**config.mk**
```make
export PLATFORM = sky130hd
export DESIGN_NAME = adc_accum_seq
export DESIGN_NICKNAME = d
export VERILOG_FILES = /design/src/rtl/adc_seq_pkg.sv /design/src/rtl/adc_sar_clkdiv.sv /design/src/rtl/adc_seq_ctrl.sv /design/src/rtl/adc_accum.sv /design/src/rtl/adc_accum_seq.sv
export SDC_FILE = /design/constraint.sdc
export NUM_CORES = 1
export LEC_CHECK = 0
export ABC_AREA = 1
export CAP_MARGIN = 30
export CORE_MARGIN = 2
export CORE_UTILIZATION = 50
export CTS_CLUSTER_DIAMETER = 60
export DETAILED_ROUTE_END_ITERATION = 8
export DONT_BUFFER_PORTS = 1
export GPL_TIMING_DRIVEN = 0
export PLACE_DENSITY = 0.68
export SLEW_MARGIN = 20
export SYNTH_ARGS = -nofsm -noshare
export SYNTH_HDL_FRONTEND = slang
export SYNTH_SLANG_ARGS = --single-unit
```
**constraint.sdc**
```tcl
create_clock -name clk -period 1.45 [get_ports clk]
set_input_delay 0.2175 -clock clk [delete_from_list [all_inputs] [get_ports clk]]
set_output_delay 0.2175 -clock clk [all_outputs]
set_load 0.01 [all_outputs]
```
**src/rtl/adc_seq_pkg.sv**
```systemverilog
package adc_seq_pkg;

   typedef enum logic {
      SEQ_IDLE = 1'b0,
      SEQ_CONV = 1'b1
   } seq_state_e;

   localparam int unsigned MAX_GROUP = 16;

   function automatic logic [4:0] group_len(input logic [1:0] code);
      case (code)
         2'b00:   return 5'd1;
         2'b01:   return 5'd4;
         2'b10:   return 5'd8;
         default: return 5'd16;
      endcase
   endfunction

endpackage

```
**src/rtl/adc_sar_clkdiv.sv**
```systemverilog
module adc_sar_clkdiv #(
   parameter int DIV_W = 5
) (
   input  logic             clk,
   input  logic             rst_n,
   input  logic [DIV_W-1:0] div,
   output logic             tick
);
   logic [DIV_W-1:0] cnt;

   assign tick = (cnt >= div);

   always_ff @(posedge clk or negedge rst_n) begin
      if (!rst_n)    cnt <= '0;
      else if (tick) cnt <= '0;
      else           cnt <= cnt + 1'b1;
   end
endmodule

```
**src/rtl/adc_seq_ctrl.sv**
```systemverilog
module adc_seq_ctrl
   import adc_seq_pkg::*;
#(
   parameter int IDX_W = 4
) (
   input  logic       clk,
   input  logic       rst_n,
   input  logic       start,
   input  logic       burst,
   input  logic       done,
   input  logic [1:0] rpt_code,
   input  logic       flag_clr,
   output logic       req,
   output logic       first,
   output logic       flag
);
   seq_state_e       state;
   logic [IDX_W-1:0] idx;
   logic [4:0]       len;
   logic             is_last;

   assign len     = group_len(rpt_code);
   assign is_last = ({1'b0, idx} == 5'(len - 5'd1));
   assign req     = (state == SEQ_CONV);
   assign first   = (idx == '0);

   always_ff @(posedge clk or negedge rst_n) begin
      if (!rst_n) begin
         state <= SEQ_IDLE;
         idx   <= '0;
      end else begin
         case (state)
            SEQ_IDLE: if (start) state <= SEQ_CONV;
            SEQ_CONV: if (done) begin
               if (is_last) begin
                  idx   <= '0;
                  state <= SEQ_IDLE;
               end else begin
                  idx   <= idx + 1'b1;
                  state <= burst ? SEQ_CONV : SEQ_IDLE;
               end
            end
            default: state <= SEQ_IDLE;
         endcase
      end
   end

   always_ff @(posedge clk or negedge rst_n) begin
      if (!rst_n)                                 flag <= 1'b0;
      else if (req && done && is_last)            flag <= 1'b1;
      else if (flag_clr)                          flag <= 1'b0;
   end
endmodule

```
**src/rtl/adc_accum.sv**
```systemverilog
module adc_accum #(
   parameter int DATA_W = 10,
   parameter int RES_W  = 16
) (
   input  logic              clk,
   input  logic              rst_n,
   input  logic              load,
   input  logic              first,
   input  logic [DATA_W-1:0] sample,
   output logic [RES_W-1:0]  acc
);
   logic [RES_W-1:0] ext;
   assign ext = RES_W'(sample);

   always_ff @(posedge clk or negedge rst_n) begin
      if (!rst_n)     acc <= '0;
      else if (load)  acc <= first ? ext : acc + ext;
   end
endmodule

```
**src/rtl/adc_accum_seq.sv**
```systemverilog
module adc_accum_seq #(
   parameter int  DIV_W     = 5,
   parameter int  RPT_W     = 2,
   parameter int  DATA_W    = 10,
   parameter int  RES_W     = 16,
   parameter bit  LJ_ENABLE = 1'b1
) (
   input  logic              clk,
   input  logic              rst_n,
   input  logic              cfg_we,
   input  logic [7:0]        cfg_wdata,
   output logic [7:0]        cfg_q,
   output logic              atten_en,
   input  logic              left_just,
   input  logic              burst_en,
   input  logic              start,
   output logic              sar_clk_en,
   output logic              conv_req,
   input  logic              conv_done,
   input  logic [DATA_W-1:0] conv_data,
   output logic [RES_W-1:0]  result,
   output logic              eoc_flag,
   input  logic              eoc_clr
);
   localparam int CFG_W     = DIV_W + RPT_W + 1;
   localparam int IDX_W     = $clog2(adc_seq_pkg::MAX_GROUP);
   localparam int LJ_SHIFT  = RES_W - DATA_W;
   localparam logic [7:0] CFG_RESET = 8'hF8;

   if (CFG_W != 8) begin : g_bad_cfg
      $error("configuration fields must total 8 bits");
   end
   if (RES_W < DATA_W + IDX_W) begin : g_bad_res
      $error("result too narrow for a full group");
   end

   logic [DIV_W-1:0] div_f;
   logic [RPT_W-1:0] rpt_f;
   logic             first;
   logic [RES_W-1:0] acc;
   logic             lj_eff;

   always_ff @(posedge clk or negedge rst_n) begin
      if (!rst_n)      cfg_q <= CFG_RESET;
      else if (cfg_we) cfg_q <= cfg_wdata;
   end

   assign div_f    = cfg_q[7 -: DIV_W];
   assign rpt_f    = cfg_q[RPT_W:1];
   assign atten_en = cfg_q[0];

   adc_sar_clkdiv #(.DIV_W(DIV_W)) u_div (
      .clk   (clk),
      .rst_n (rst_n),
      .div   (div_f),
      .tick  (sar_clk_en)
   );

   adc_seq_ctrl #(.IDX_W(IDX_W)) u_ctrl (
      .clk      (clk),
      .rst_n    (rst_n),
      .start    (start),
      .burst    (burst_en),
      .done     (conv_done),
      .rpt_code (rpt_f),
      .flag_clr (eoc_clr),
      .req      (conv_req),
      .first    (first),
      .flag     (eoc_flag)
   );

   adc_accum #(.DATA_W(DATA_W), .RES_W(RES_W)) u_acc (
      .clk    (clk),
      .rst_n  (rst_n),
      .load   (conv_req && conv_done),
      .first  (first),
      .sample (conv_data),
      .acc    (acc)
   );

   if (LJ_ENABLE) begin : g_lj
      assign lj_eff = left_just && (rpt_f == '0);
      assign result = lj_eff ? {acc[DATA_W-1:0], {LJ_SHIFT{1'b0}}} : acc;
   end else begin : g_rj
      assign lj_eff = 1'b0;
      assign result = acc;
   end
endmodule

```
Word-level counts from Yosys, hierarchy flattened:

Cells that the tools add are included.

* multiplexer cells: 12
* div/mod/pow operators: 0
* multiply operators: 0
* add/sub/neg operators: 4
* reduce and logical (&&, ||, !) cells: 7
* shift operators: 0
* order comparisons: 1
* bitwise logic cells: 1
* eq/ne operators: 3

Operators by type and width (number)
* 16-bit two-way mux: 2
* 16-bit by 10-bit adder with 16-bit output: 1
* 5-bit case mux with 3 select lines: 1
* 1-bit two-way mux: 6
* 5-bit by 1-bit adder with 5-bit output (second input constant): 1
* 4-bit by 5-bit == test with 1-bit output: 1
* 5-bit greater-or-equal comparator: 1
* 5-bit two-way mux: 1
* 5-bit by 1-bit subtractor with 5-bit output (second input constant): 1
* 4-bit by 1-bit adder with 4-bit output (second input constant): 1
* 4-bit logical NOT: 1
* 4-bit two-way mux: 1
* 1-bit logical AND: 3
* 2-bit by 1-bit == test with 1-bit output (second input constant): 1
* 2-bit == test (second input constant): 1
* 2-bit logical NOT: 1
* 1-bit case mux with 2 select lines: 1
* 2-bit AND reduction: 1
* 2-bit nonzero test: 1
* 1-bit NOT: 1

* memories kept: 0
* memory bits (read-only): 0
* output and inout bits: 28
* latch bits: 0
* bits in writable memories: 0
* word-level logic and storage cells: 34
* register bits after elaboration: 35

Depth between registers and ports, before layout:

* word-level depth: 7
* mapped depth: 11
* gate-level depth less buffers: 11

Modules after synthesis:

From an unflattened synthesis, not the netlist that was laid out.

* cells, all modules: 380
* area total of the unflattened synthesis: 2645.0 µm²

By module, submodules not included
* adc_accum: cells an instance 201, times used 1, area each 1386.3 µm²
* adc_accum_seq: cells an instance 84, times used 1, area each 536.8 µm²
* adc_seq_ctrl: cells an instance 55, times used 1, area each 385.4 µm²
* adc_sar_clkdiv: cells an instance 40, times used 1, area each 336.6 µm²

Least setup slack after synthesis:

No wires, ideal clock.

* path type: register -> output
* start: register cfg_q[7]
* end: output sar_clk_en
* cell stages (with the launch flop): 5
* path buffers: 0
* slack: -0.173 ns
* required time: 1.233 ns
* data arrival time: 1.406 ns
* path through: dfstp_2 inv_1 ha_1 nand2_1 o2111ai_1

* cells in the longest elaborated chain, start to end: 1

Ends and longest elaborated chain
* start, declared: RTL line adc_accum_seq.sv:12 `output logic [7:0] cfg_q,`
* start signal, assigned: RTL line adc_accum_seq.sv:45 `else if (cfg_we) cfg_q <= cfg_wdata;`
* 5-bit greater-or-equal comparator: RTL line adc_sar_clkdiv.sv:11 `assign tick = (cnt >= div);`
* end, declared: RTL line adc_accum_seq.sv:17 `output logic sar_clk_en,`

Every way passes these cells.

Worst setup path after layout:

Same ends and word-level chain as after synthesis.

==> reports/metrics.cfg <==
[logic_synthesis]
yosys_most_used_dff = dfrtp_1
yosysUniqueCellTypes = 34
synth_common_cells = 89 x nand2_1, 48 x inv_1, 35 x nor2_1
yosysSeqAreaShare = 0.3602
ys_warn_count = 0
synthCells = 342
synth_top_area_share = 0.3066
ys_seq_elements = 35
syn_area_per_cell_sq_um = 7.160
synthArstFlopShare = 1.000
synth.cell_area_sq_um = 2449
synth_area_leaders = dfrtp_1 31%, nand2_1 14%, ha_1 9.2%
synth_most_common_cell = nand2_1
synth_edf_count = 0
synth_nets = 387
synth_top_area_cell = dfrtp_1

[routing]
drtPass1Iterations = 6
drt_iter0_drc = 202
wire_per_inst_microns = 17.40
drc = 0
drtAntennaViolNets = 0
vias = 2560
vias_per_cell = 5.753
routed_wl_microns = 7742

[hold_path]
holdPathEnd = u_ctrl.flag
min-delay-path-class = in2reg
min_from = eoc_clr
hold_depth = 1

[clocking]
numClockSinks = 35
cts_buffer_depth = 2
clk_pin_slew_ps = 70
insertion_delay_ps = 290
cts_buffers = 5
clockRootBuffer = clkbuf_8
h-tree-depth = 2
cts_tree = done

[worst_setup_path]
reg2reg_to = u_acc.acc[15]
path_class = reg2out
r2r_cells = 11
cp_data_required_time_ps = 1230
crit_path_end_kind = output pin
r2r-start = u_acc.acc[6]
worst-endpoint-arrival_ps = 1590
reg2reg_slack_ps = -230
startpoint_type = register
path_max_fanout = 6

[timing]
rsz0062_at_grt = true
setup_viol_count_final = 37
max-slew-margin-rel = 0.6649
hold_viol = 0
max_freq_mhz = 554.6
period_needed_ps = 1803
holdWs_ps = 19.93
period_share = 1.244
worst_slack_ps = -353.2
fin_skew_ps = 3.641
slew_viol_final = 0
tightest_slew_ps = 498.1

[die]
dieArea_sq_um = 5473
core_sq_um = 4723
num_io_pins = 54
rows = 25
start_util = 0.5184
die_h_microns = 73.98
die_w_microns = 73.98

[placement]
routabilityCongestion = 0.8991
post-place-ws_ps = -241.1
place_hpwl_microns = 4438
portBuffers = 0

[cells_and_area]
final_core_util = 0.7780
syn_to_final_growth_pct = 50.08
drive_gt1_frac = 0.4709
nNetsFinal = 422
diodes = 0

[grt]
grt_first_pass_wirelength_microns = 11010
overflow = 0
grt_usage = 0.2663
antenna_found_initial = 0
grt_pass1_vias = 2358
grt_start_max_net_pins = 36

[power]
power_switching_mw = 3.696
internal_power_mw = 3.873
power.share.clock = 0.099
p_comb_frac = 0.665
p_per_area_nw_per_um2 = 2060
switching_share = 0.4883
seq_power_share = 0.236
max-vdd-ir-drop_mv = 1.238
power_leakage_nw = 1.685

[job]
maxCapViolCount = 0

[run_status]
status = finished with violations
violations = negative setup slack

[cell usage in the layout (no fill, tap or decap), types with 3 or more instances in the layout]
cell,Yosys,layout
nor2_1,35,23
dfstp_2,5,5
nand2_1,89,54
ha_4,0,14
nor2_4,0,12
inv_4,0,3
ha_1,18,3
clkbuf_8,0,6
o21ai_0,23,12
nand2_2,1,23
o21ai_1,9,9
nand3_1,26,13
nand4_1,5,5
inv_2,3,12
buf_4,2,25
buf_8,0,3
nand3_2,3,11
a21oi_2,1,9
xor2_1,4,4
mux2_2,3,3
nand3_4,0,5
o21ai_4,0,9
dfrtp_2,0,6
nand2_4,0,13
inv_1,48,36
dfrtp_1,30,24
[per-layer routing]
metal  part of all wire  vias to the layer above  GRT usage
met4              0.025                        0    0.06869
met2               0.51                      114     0.4484
met5                  0                        -          0
li1                   -                     1183          -
met3              0.076                       20    0.07182
met1               0.39                     1243     0.3411
[critical path, stage by stage, from the launching register on]
cell	delay, ps
dfstp_2	570
inv_2	60
ha_4	260
a21oi_2	190
o2111ai_4	220
[per-stage QoR]
step / TNS [ps] / instance area [sq um] / power (mW) / std cells
floorplan: -189.3 / 2516 / 3.920 / 342
global placement: -4584 / 2600 / 4.451 / 409
detailed placement: -4980 / 2600 / 4.535 / 409
CTS: -3396 / 3385 / 6.564 / 440
global route: -7463 / 3675 / 8.081 / 445
finish: -4692 / 3675 / 7.569 / 445
[area by class of cell]
class / count / area, sq um
clock buffers: 7 / 86.33
plain buffers: 8 / 82.58
clock inverters: 1 / 5.005
repair buffers: 28 / 256.5
inverters: 51 / 198.9
multi-input cells: 248 / 2072
fillers: 289 / 1049
well taps: 67 / 83.83
flip-flops and latches: 35 / 889.6
[power groups by stage]
| stage | clock network (mW) | registers [mW] | logic [mW] |
|---|---|---|---|
| after floorplan | 0 | 1.62 | 2.30 |
| after global placement | 0 | 1.71 | 2.74 |
| after detailed placement | 0 | 1.73 | 2.81 |
| after CTS | 0.748 | 1.75 | 4.06 |
| after global routing | 0.803 | 1.84 | 5.44 |
| final | 0.750 | 1.78 | 5.03 |
[worst max-delay path by stage]
stage	from	endpoint	slack, ps	depth (start not counted)
after detailed placement	u_acc.acc[3]	u_acc.acc[15]	-240	9
after CTS	cfg_q[7]	sar_clk_en	-360	6
final	cfg_q[7]	sar_clk_en	-350	4
after global routing	cfg_q[7]	sar_clk_en	-420	4
after floorplan	u_acc.acc[0]	u_acc.acc[6]	-50	10
after global placement	u_acc.acc[3]	u_acc.acc[15]	-230	8
[kinds of logic after synthesis]
kind of cell | after synthesis | share of synthesized area
AO/OA/AOI/OAI | 56 | 0.1262
XOR/XNOR | 6 | 0.02146
flip-flops | 35 | 0.3602
AND/OR/NAND/NOR | 164 | 0.2831
buffers and inverters | 59 | 0.09504
adder cells (fa/ha/maj) | 19 | 0.1002
multiplexers | 3 | 0.01380
[repair_timing]
action | in CTS | in global routing
pin swaps | 31 | 53
cloned | 2 | 0
hold endpoints to repair | 35 | 0
setup endpoints to repair | 41 | 44
hold buffers | 2 | 0
gates resized for setup | 117 | 70
setup buffers | 19 | 6
[state kept, by name (all words and copies together), names as in the netlist]
signal       cells
u_ctrl.idx       4
u_div.cnt        5
u_ctrl.req       1
u_ctrl.flag      1
u_acc.acc       16
cfg_q            8
No activity file was read; power rests on OpenSTA's default activity.
